`src/rtl/clk_lvl_pkg.sv`:
```
package clk_lvl_pkg;

    typedef enum logic [1:0] {
        ST_IDLE  = 2'd0,
        ST_FETCH = 2'd1,
        ST_CEIL  = 2'd2,
        ST_QUOT  = 2'd3
    } lvl_state_t;

    // Outcome of evaluating one entry once its quotient is known.
    typedef struct packed {
        logic hit;   // zero shortfall
        logic last;  // final valid entry
        logic take;  // strictly better than the running best
    } lvl_verdict_t;

endpackage

```
`src/rtl/clk_lvl_div.sv`:
```
// Restoring unsigned divider: W cycles after start, done pulses with results.
module clk_lvl_div #(
    parameter int W = 32
) (
    input  logic         clk,
    input  logic         rst,
    input  logic         start,
    input  logic [W-1:0] dividend,
    input  logic [W-1:0] divisor,
    output logic [W-1:0] quo,
    output logic [W-1:0] rem,
    output logic         done
);
    localparam int CW = $clog2(W + 1);

    logic [W-1:0]  quo_q, rem_q, dsr_q;
    logic [CW-1:0] cnt_q;
    logic          busy_q, done_q;
    logic [W:0]    shifted;
    logic          ge;

    always_comb begin
        shifted = {rem_q, quo_q[W-1]};
        ge      = (shifted >= {1'b0, dsr_q});
    end

    always_ff @(posedge clk) begin
        if (rst) begin
            quo_q  <= '0;
            rem_q  <= '0;
            dsr_q  <= '0;
            cnt_q  <= '0;
            busy_q <= 1'b0;
            done_q <= 1'b0;
        end else begin
            done_q <= 1'b0;
            if (start) begin
                quo_q  <= dividend;
                rem_q  <= '0;
                dsr_q  <= divisor;
                cnt_q  <= '0;
                busy_q <= 1'b1;
            end else if (busy_q) begin
                if (ge) begin
                    rem_q <= W'(shifted - {1'b0, dsr_q});
                end else begin
                    rem_q <= shifted[W-1:0];
                end
                quo_q <= {quo_q[W-2:0], ge};
                cnt_q <= cnt_q + 1'b1;
                if (cnt_q == CW'(W - 1)) begin
                    busy_q <= 1'b0;
                    done_q <= 1'b1;
                end
            end
        end
    end

    assign quo  = quo_q;
    assign rem  = rem_q;
    assign done = done_q;
endmodule

```
`src/rtl/clk_lvl_best.sv`:
```
// Running best entry: strict-less update keeps the lowest index on ties.
module clk_lvl_best #(
    parameter int W  = 32,
    parameter int IW = 5
) (
    input  logic          clk,
    input  logic          rst,
    input  logic          clear,
    input  logic          load,
    input  logic [W-1:0]  cand_err,
    input  logic [IW-1:0] cand_idx,
    input  logic [W-1:0]  cand_freq,
    output logic          take,
    output logic [IW-1:0] best_idx,
    output logic [W-1:0]  best_freq
);
    logic [W-1:0]  err_q;
    logic [IW-1:0] idx_q;
    logic [W-1:0]  freq_q;

    assign take = (cand_err < err_q);

    always_ff @(posedge clk) begin
        if (rst || clear) begin
            err_q  <= '1;
            idx_q  <= '0;
            freq_q <= '0;
        end else if (load && take) begin
            err_q  <= cand_err;
            idx_q  <= cand_idx;
            freq_q <= cand_freq;
        end
    end

    assign best_idx  = idx_q;
    assign best_freq = freq_q;
endmodule

```
`src/rtl/clk_level_search.sv`:
```
module clk_level_search
    import clk_lvl_pkg::*;
#(
    parameter int FREQ_W     = 32,
    parameter int MAX_LEVELS = 32,
    localparam int IDX_W     = $clog2(MAX_LEVELS),
    localparam int CNT_W     = $clog2(MAX_LEVELS + 1)
) (
    input  logic              clk,
    input  logic              rst,
    input  logic              start_i,
    input  logic [FREQ_W-1:0] req_freq_i,
    input  logic              exact_i,
    input  logic [CNT_W-1:0]  level_count_i,
    output logic [IDX_W-1:0]  tbl_addr_o,
    input  logic [FREQ_W-1:0] tbl_data_i,
    output logic              done_o,
    output logic              err_o,
    output logic [IDX_W-1:0]  best_idx_o,
    output logic [FREQ_W-1:0] best_freq_o
);
    lvl_state_t        state_q;
    logic [IDX_W-1:0]  idx_q, last_q;
    logic [FREQ_W-1:0] req_q, ent_q;
    logic              exact_q;
    logic              done_q, err_q;
    logic [IDX_W-1:0]  res_idx_q;
    logic [FREQ_W-1:0] res_freq_q;

    logic              div_start, div_done;
    logic [FREQ_W-1:0] div_a, div_b, div_quo, div_rem;
    logic [FREQ_W-1:0] ceil_div, cand_err;
    logic [CNT_W-1:0]  cnt_c;
    logic              eval, tr_take, busy;
    logic [IDX_W-1:0]  tr_idx;
    logic [FREQ_W-1:0] tr_freq;
    lvl_verdict_t      vd;

    assign busy = (state_q != ST_IDLE);

    always_comb begin
        cnt_c = (level_count_i > CNT_W'(MAX_LEVELS)) ? CNT_W'(MAX_LEVELS) : level_count_i;
        // ceiling from quotient and remainder; a zero entry maps to divider 1
        ceil_div = div_quo + FREQ_W'(div_rem != '0);
        if (ceil_div == '0) ceil_div = FREQ_W'(1);
        div_start = (state_q == ST_FETCH) || (state_q == ST_CEIL && div_done);
        div_a     = (state_q == ST_FETCH) ? tbl_data_i : ent_q;
        div_b     = (state_q == ST_FETCH) ? req_q : ceil_div;
        eval      = (state_q == ST_QUOT) && div_done;
        cand_err  = req_q - div_quo;
        vd.hit    = (cand_err == '0);
        vd.last   = (idx_q == last_q);
        vd.take   = tr_take;
    end

    clk_lvl_div #(.W(FREQ_W)) u_div (
        .clk(clk), .rst(rst), .start(div_start),
        .dividend(div_a), .divisor(div_b),
        .quo(div_quo), .rem(div_rem), .done(div_done)
    );

    clk_lvl_best #(.W(FREQ_W), .IW(IDX_W)) u_best (
        .clk(clk), .rst(rst),
        .clear(!busy && start_i), .load(eval),
        .cand_err(cand_err), .cand_idx(idx_q), .cand_freq(ent_q),
        .take(tr_take), .best_idx(tr_idx), .best_freq(tr_freq)
    );

    always_ff @(posedge clk) begin
        if (rst) begin
            state_q    <= ST_IDLE;
            idx_q      <= '0;
            last_q     <= '0;
            req_q      <= '0;
            ent_q      <= '0;
            exact_q    <= 1'b0;
            done_q     <= 1'b0;
            err_q      <= 1'b0;
            res_idx_q  <= '0;
            res_freq_q <= '0;
        end else begin
            done_q <= 1'b0;
            unique case (state_q)
                ST_IDLE: if (start_i) begin
                    req_q   <= req_freq_i;
                    exact_q <= exact_i;
                    idx_q   <= '0;
                    if (req_freq_i == '0 || cnt_c == '0) begin
                        done_q     <= 1'b1;
                        err_q      <= 1'b1;
                        res_idx_q  <= '0;
                        res_freq_q <= '0;
                    end else begin
                        last_q  <= IDX_W'(cnt_c - 1'b1);
                        state_q <= ST_FETCH;
                    end
                end
                ST_FETCH: begin
                    ent_q   <= tbl_data_i;
                    state_q <= ST_CEIL;
                end
                ST_CEIL: if (div_done) state_q <= ST_QUOT;
                ST_QUOT: if (div_done) begin
                    if (vd.hit) begin
                        done_q     <= 1'b1;
                        err_q      <= 1'b0;
                        res_idx_q  <= idx_q;
                        res_freq_q <= ent_q;
                        state_q    <= ST_IDLE;
                    end else if (vd.last) begin
                        done_q  <= 1'b1;
                        state_q <= ST_IDLE;
                        if (exact_q) begin
                            err_q      <= 1'b1;
                            res_idx_q  <= '0;
                            res_freq_q <= '0;
                        end else begin
                            err_q      <= 1'b0;
                            res_idx_q  <= vd.take ? idx_q : tr_idx;
                            res_freq_q <= vd.take ? ent_q : tr_freq;
                        end
                    end else begin
                        idx_q   <= idx_q + 1'b1;
                        state_q <= ST_FETCH;
                    end
                end
                default: state_q <= ST_IDLE;
            endcase
        end
    end

    assign tbl_addr_o  = idx_q;
    assign done_o      = done_q;
    assign err_o       = err_q;
    assign best_idx_o  = res_idx_q;
    assign best_freq_o = res_freq_q;
endmodule

```
`config.mk`:
```
export PLATFORM = sky130hd
export DESIGN_NAME = clk_level_search
export DESIGN_NICKNAME = d
export VERILOG_FILES = /design/src/rtl/clk_lvl_pkg.sv /design/src/rtl/clk_lvl_div.sv /design/src/rtl/clk_lvl_best.sv /design/src/rtl/clk_level_search.sv
export SDC_FILE = /design/constraint.sdc
export NUM_CORES = 1
export LEC_CHECK = 0
export BUFFER_PORTS_ARGS = -buffer_cell sky130_fd_sc_hd__buf_2
export CAP_MARGIN = 20
export CORE_ASPECT_RATIO = 2
export CORE_MARGIN = 2
export CORE_UTILIZATION = 40
export CTS_BUF_LIST = sky130_fd_sc_hd__clkbuf_2 sky130_fd_sc_hd__clkbuf_4 sky130_fd_sc_hd__clkbuf_8
export DETAILED_ROUTE_END_ITERATION = 8
export PLACE_DENSITY_LB_ADDON = 0.1
export REMOVE_ABC_BUFFERS = 1
export SLEW_MARGIN = 30
export SYNTH_ARGS = -nofsm -noshare
export SYNTH_HDL_FRONTEND = slang
export SYNTH_SLANG_ARGS = --single-unit
```
`constraint.sdc`:
```
create_clock -name clk -period 5.2 [get_ports clk]
set_clock_uncertainty 0.1 [all_clocks]
set_input_delay 0.26 -clock clk [delete_from_list [all_inputs] [get_ports clk]]
set_output_delay 0.26 -clock clk [all_outputs]
set_load 0.05 [all_outputs]
```
# After elaboration in Yosys (flattened, before gate mapping)
# Index checks and enable logic that the tools add are counted.
# op_classes
n_addsub	6
order_cmp	3
eq_ne	13
mux	52
bitwise	2
reduce_logical	24
# ops
op	count
2-to-1 mux 32 bit	13
zero test 32 bit	3
one-hot mux 32 bit (2 select lines)	1
subtractor 32 bit	2
2-to-1 mux 5 bit	11
>= comparator 33 x 32 -> 1 bit	1
adder 32 x 1 -> 32 bit	1
< comparator 32 bit	1
nonzero test 32 bit	1
one-hot mux 5 bit (2 select lines)	2
2-to-1 mux 1 bit	17
inequality test 2 bit, second input constant	5
AND reduction 5 bit	2
2-to-1 mux 2 bit	4
one-hot mux 2 bit (4 select lines)	1
adder 6 x 1 -> 6 bit, second input constant	1
== test 6 x 5 -> 1 bit, second input constant	1
greater-than comparator 6 bit, second input constant	1
zero test 6 bit	1
2-to-1 mux 6 bit	1
nonzero test 2 bit	3
adder 5 x 1 -> 5 bit, second input constant	1
== test 5 bit	1
subtractor 5 x 1 -> 5 bit, second input constant	1
other kinds (15)	24
# word_totals
ff_bits	289
in_bits	74
output_inout_bits	44
elab_cells	119

# Longest topological paths before layout
# logic_depth
ltp_word	8
mapped_depth	27
mapped_depth_nobuf	23

# Cells and area by module
# A second synthesis with hierarchy kept.
# hier_totals
hier_cells	2343
area_unflattened_um2	18680.4
# by_module_without_submodules
module	n_inst	cells_per_inst	area_per_inst_um2	seq_area_each_um2
clk_level_search	1	1166	8852.2	2322.2
clk_lvl_div	1	763	6309.8	2082.0
clk_lvl_best	1	414	3518.4	1381.3

# Worst setup path before layout
# OpenSTA, ideal clock, no wires.
# synth_timing
path_type	register -> register
start	register u_div.quo_q[4], in the netlist u_div.quo[4]
end	register u_best.err_q[10]
setup_time_ps	141
arrival_ps	5127
required_time_ps	4959
setup_slack_ps	-168
stages_incl_launch_ff	27
path_buffers	4
cell_sequence	dfxtp_1 > clkbuf_1 > inv_1 > ha_1 > or3_4 > o32ai_4 > o21ai_2 > a211oi_1 > o31ai_1 > a221oi_1 > xnor2_1 > ha_1 > nand4_1 > nor2_1 > and3_1 > o2111ai_1 > nor2_1 > o31ai_1 > nand3_1 > maj3_1 > a21oi_1 > nand3_1 > clkbuf_1 > clkbuf_1 > clkbuf_1 > nand2_1 > o211ai_1
# synth_via
elab_chain_cells	3
# synth_rtl
item	line	source
start: declaration	clk_lvl_div.sv:16	logic [W-1:0] quo_q, rem_q, dsr_q;
start signal: assignment	clk_lvl_div.sv:38	quo_q <= dividend;
start signal: assignment	clk_lvl_div.sv:49	quo_q <= {quo_q[W-2:0], ge};
subtractor 32 bit	clk_level_search.sv:50	cand_err = req_q - div_quo;
via cand_err[31]	clk_level_search.sv:32	logic [FREQ_W-1:0] ceil_div, cand_err;
< comparator 32 bit	clk_lvl_best.sv:21	assign take = (cand_err < err_q);
logical AND 1 bit	clk_lvl_best.sv:28	end else if (load && take) begin
end signal: assignment	clk_lvl_best.sv:29	err_q <= cand_err;
end: declaration	clk_lvl_best.sv:17	logic [W-1:0] err_q;
# The timed path passes the listed nets, and every way through them passes these cells.
# A chain may end at the register's enable or synchronous reset.

# Worst setup path in the final report
# layout_timing
start	register req_q[0]
end	register u_best.freq_q[7], in the netlist u_best.best_freq[7]
# layout_via
elab_chain_cells	3
# layout_rtl
item	line	source
start: declaration	clk_level_search.sv:24	logic [FREQ_W-1:0] req_q, ent_q;
start signal: assignment	clk_level_search.sv:85	req_q <= req_freq_i;
subtractor 32 bit	clk_level_search.sv:50	
via cand_err[29]	clk_level_search.sv:32	
< comparator 32 bit	clk_lvl_best.sv:21	
logical AND 1 bit	clk_lvl_best.sv:28	
end signal: assignment	clk_lvl_best.sv:31	freq_q <= cand_freq;
end: declaration	clk_lvl_best.sv:19	logic [W-1:0] freq_q;
# The timed path passes the listed nets, and every way through them passes these cells.

==> reports/metrics.cfg <==
[global_route]
grt.overflow.total = 0
grt_max_degree = 97
grt_pass1_wl_um = 91450
grt_pass1_vias = 16540
grt_usage_pct = 25.22
grt_antenna_before_repair = 1

[place]
place_ws_ns = -0.2733
place.gp.congestion = 0.9443
numPortBuffers = 117
post-dp-hpwl_um = 45130

[yosys]
yosys.area.top_type = dfxtp_1
synthTopCellsByArea = dfxtp_1, mux2i_1, ha_1
ys_top_cells_by_count = dfxtp_1, nor2_1, nand2_1
synth.avg_cell_area_um2 = 8.239
yosys_warnings = 0
netlist_area_mm2 = 0.01755
synth_edf_count = 0
synth_top_area_share_pct = 32.97
ys_types = 82
synth.most_common_cell = dfxtp_1
seq_area_frac_synth_pct = 32.97
ys_ff_latch = 289
postSynthCellCount = 2130
synth_flop_cell = dfxtp_1
synthArstFlopShare_pct = 0

[worst_setup_path]
path_class = flop to flop
crit_path_max_incr_delay_ns = 0.49
slowest_stage = or4_4
startpoint_type = flop
critPathCaptureType = flop
path_common_cell = buf_4
critical_path_arrival_ns = 5.42
required_ns = 5.57
cp_max_fo = 7

[floorplan]
die_h_um = 300.2
core_area_mm2 = 0.04338
die_w_um = 152.1
ios = 118
rows = 108
start_util_pct = 40.46
die-area_mm2 = 0.04566

[drt]
wl_per_cell_um = 20.10
route.antenna.remaining_nets = 0
wl_um = 60470
drtIter0Drc = 704
viasPerCell = 5.553
drc = 0
drt_pass1_iterations = 5
num_vias = 16700

[final_layout]
drive_gt1_share_pct = 21.13
area_growth_syn_to_layout_pct = 26.48
nets = 2602
fin_util_pct = 51.17
multi_input_area_mm2 = 0.01124
fill_cells = 4181
final-seq-area_mm2 = 0.005804

[clocking]
clk_pin_slew_ns = 0.07
root_buffer = clkbuf_8
h-tree-depth = 2
clock_latency_ns = 0.62
cts_tree = built
cts_sinks = 289
cts_buffers = 46
cts_buffer_depth = 3

[flow_run]
drv_cap = 0

[run_status]
status = complete, no violations

[sta]
setup_viol_count_final = 0
maxSlewHeadroom_pct = 41.91
timing.fmax_mhz = 197.9
setup_ws_ns = 0.1468
post-route-period-util_pct = 97.18
finalMaxSlewViolations = 0
min_period_ns = 5.053
fin_tns_setup_ns = 0
tightest_slew_ns = 0.8713
timing_hold_violations_final = 0

[pwr]
power.density_mw_per_mm2 = 610.9
p_leak_nw = 9.898
ir_worst_vdd_mv = 0.7795

[min_path]
min_path_type = input port to flop

==> repair_timing <==
item                                    CTS  global route
hold endpoints to repair                106             0
resized for setup                        23            83
buffers inserted                          5            13
hold buffers                             69             0
endpoints found under the setup margin  106           106
pin swaps                                 6            27
cloned                                    2             6
==> critical path: cells and delay by family, from the launching register on <==
kind                       cells  cell delay [ns]
AOI/OAI and AO/OA              8             1.11
adders and majority gates      3             0.64
DFF                            1             0.31
buffers and inverters          6             0.86
and+or+nand+nor               10             1.70
muxes                          1             0.19
==> path summary, 6_finish.rpt <==
path | start | endpoint | slack, ns | cells after the start
hold reg to reg | err_o | err_o | 0.36 | 2
setup / recovery | req_q[0] | u_best.best_freq[7] | 0.15 | 28
hold / removal | level_count_i[4] | last_q[4] | 0.05 | 4
setup reg to reg | req_q[0] | u_best.best_freq[7] | 0.15 | 28
==> per-stage QoR <==
step	cell area, um^2	total power [W]	instances	hold WS [ns]
floorplan	16980	0.007593	2001	0.2291
global placement	19660	0.01075	2829	0.3436
detailed placement	19660	0.01080	2829	0.3528
CTS	21540	0.01320	2987	0.01278
global route	22190	0.01449	3007	0.07348
finish	22200	0.01356	3008	0.05120
==> registers in the layout, indices dropped and copies added (netlist names), 2 cells and up <==
register and count:
tbl_addr_o 5, u_best.err_q 32, last_q 5, u_div.quo 32, u_best.best_idx 5, u_div.dsr_q 32, ent_q 32, u_best.best_freq 32
u_div.cnt_q 6, best_freq_o 32, state_q 2, best_idx_o 5, u_div.rem 32, req_q 32
==> where the power goes <==
group | internal, W | leakage, nW | total, W | switching (W)
combinational | 0.00353 | 7.02 | 0.00852 | 0.00499
clock | 0.00120 | 0.531 | 0.00220 | 0.000999
sequential | 0.00251 | 2.35 | 0.00284 | 0.000331
==> kinds of logic (layout without fill, tap and decap cells) <==
kind of cell	Yosys count	after routing	share of synthesized area [%]
buffers and inverters	255	581	5.939
DFF	289	289	32.97
muxes	135	135	7.715
AOI/OAI and AO/OA	556	556	22.62
and+or+nand+nor	696	696	18.46
other	0	2	0
adders and majority gates	107	107	7.701
xor gates and xnor gates	92	92	4.592
==> cell usage in the layout (no fill, tap or decap), types with 9 or more instances in the layout <==
cell and instances:
nand3_1 35, o21bai_1 9, or3_1 11, inv_1 124
nor3_1 50, o21a_1 14, buf_4 162, a31oi_1 15
a21o_1 33, nand2b_1 40, nor4_1 30, and2_1 9
and3_1 12, dfxtp_2 9, xor2_1 29, dlygate4sd3_1 69
a211o_1 36, xnor2_1 63, buf_12 11, ha_1 96
a21oi_1 193, o21ai_0 49, nand2_1 204, nor2b_1 14
dfxtp_1 278, nor2_1 219, buf_2 116, clkbuf_4 17
nand4_1 26, a211oi_1 28, clkbuf_8 56, mux2i_1 123
o211ai_1 22, a221oi_1 23, o2bb2ai_2 30
==> routing by layer <==
layer / up-vias / wire length (um) / track usage [%]
li1: 8210 / - / -
met1: 7969 / 22370 / 26.46
met2: 389 / 32700 / 48.46
met3: 134 / 1793 / 2.292
met4: 0 / 3605 / 14.66
met5: - / 0 / 0
==> final cells by class <==
class / count / area share [%]
Multi-Input combinational cell: 1586 / 50.64
Sequential cell: 289 / 26.15
Timing Repair Buffer: 373 / 13.42
Clock buffer: 73 / 4.048
Tap cell: 550 / 3.101
Inverter: 126 / 2.142
Clock inverter: 9 / 0.4792
Antenna cell: 2 / 0.02255
Power figures use the tool's default switching activity.
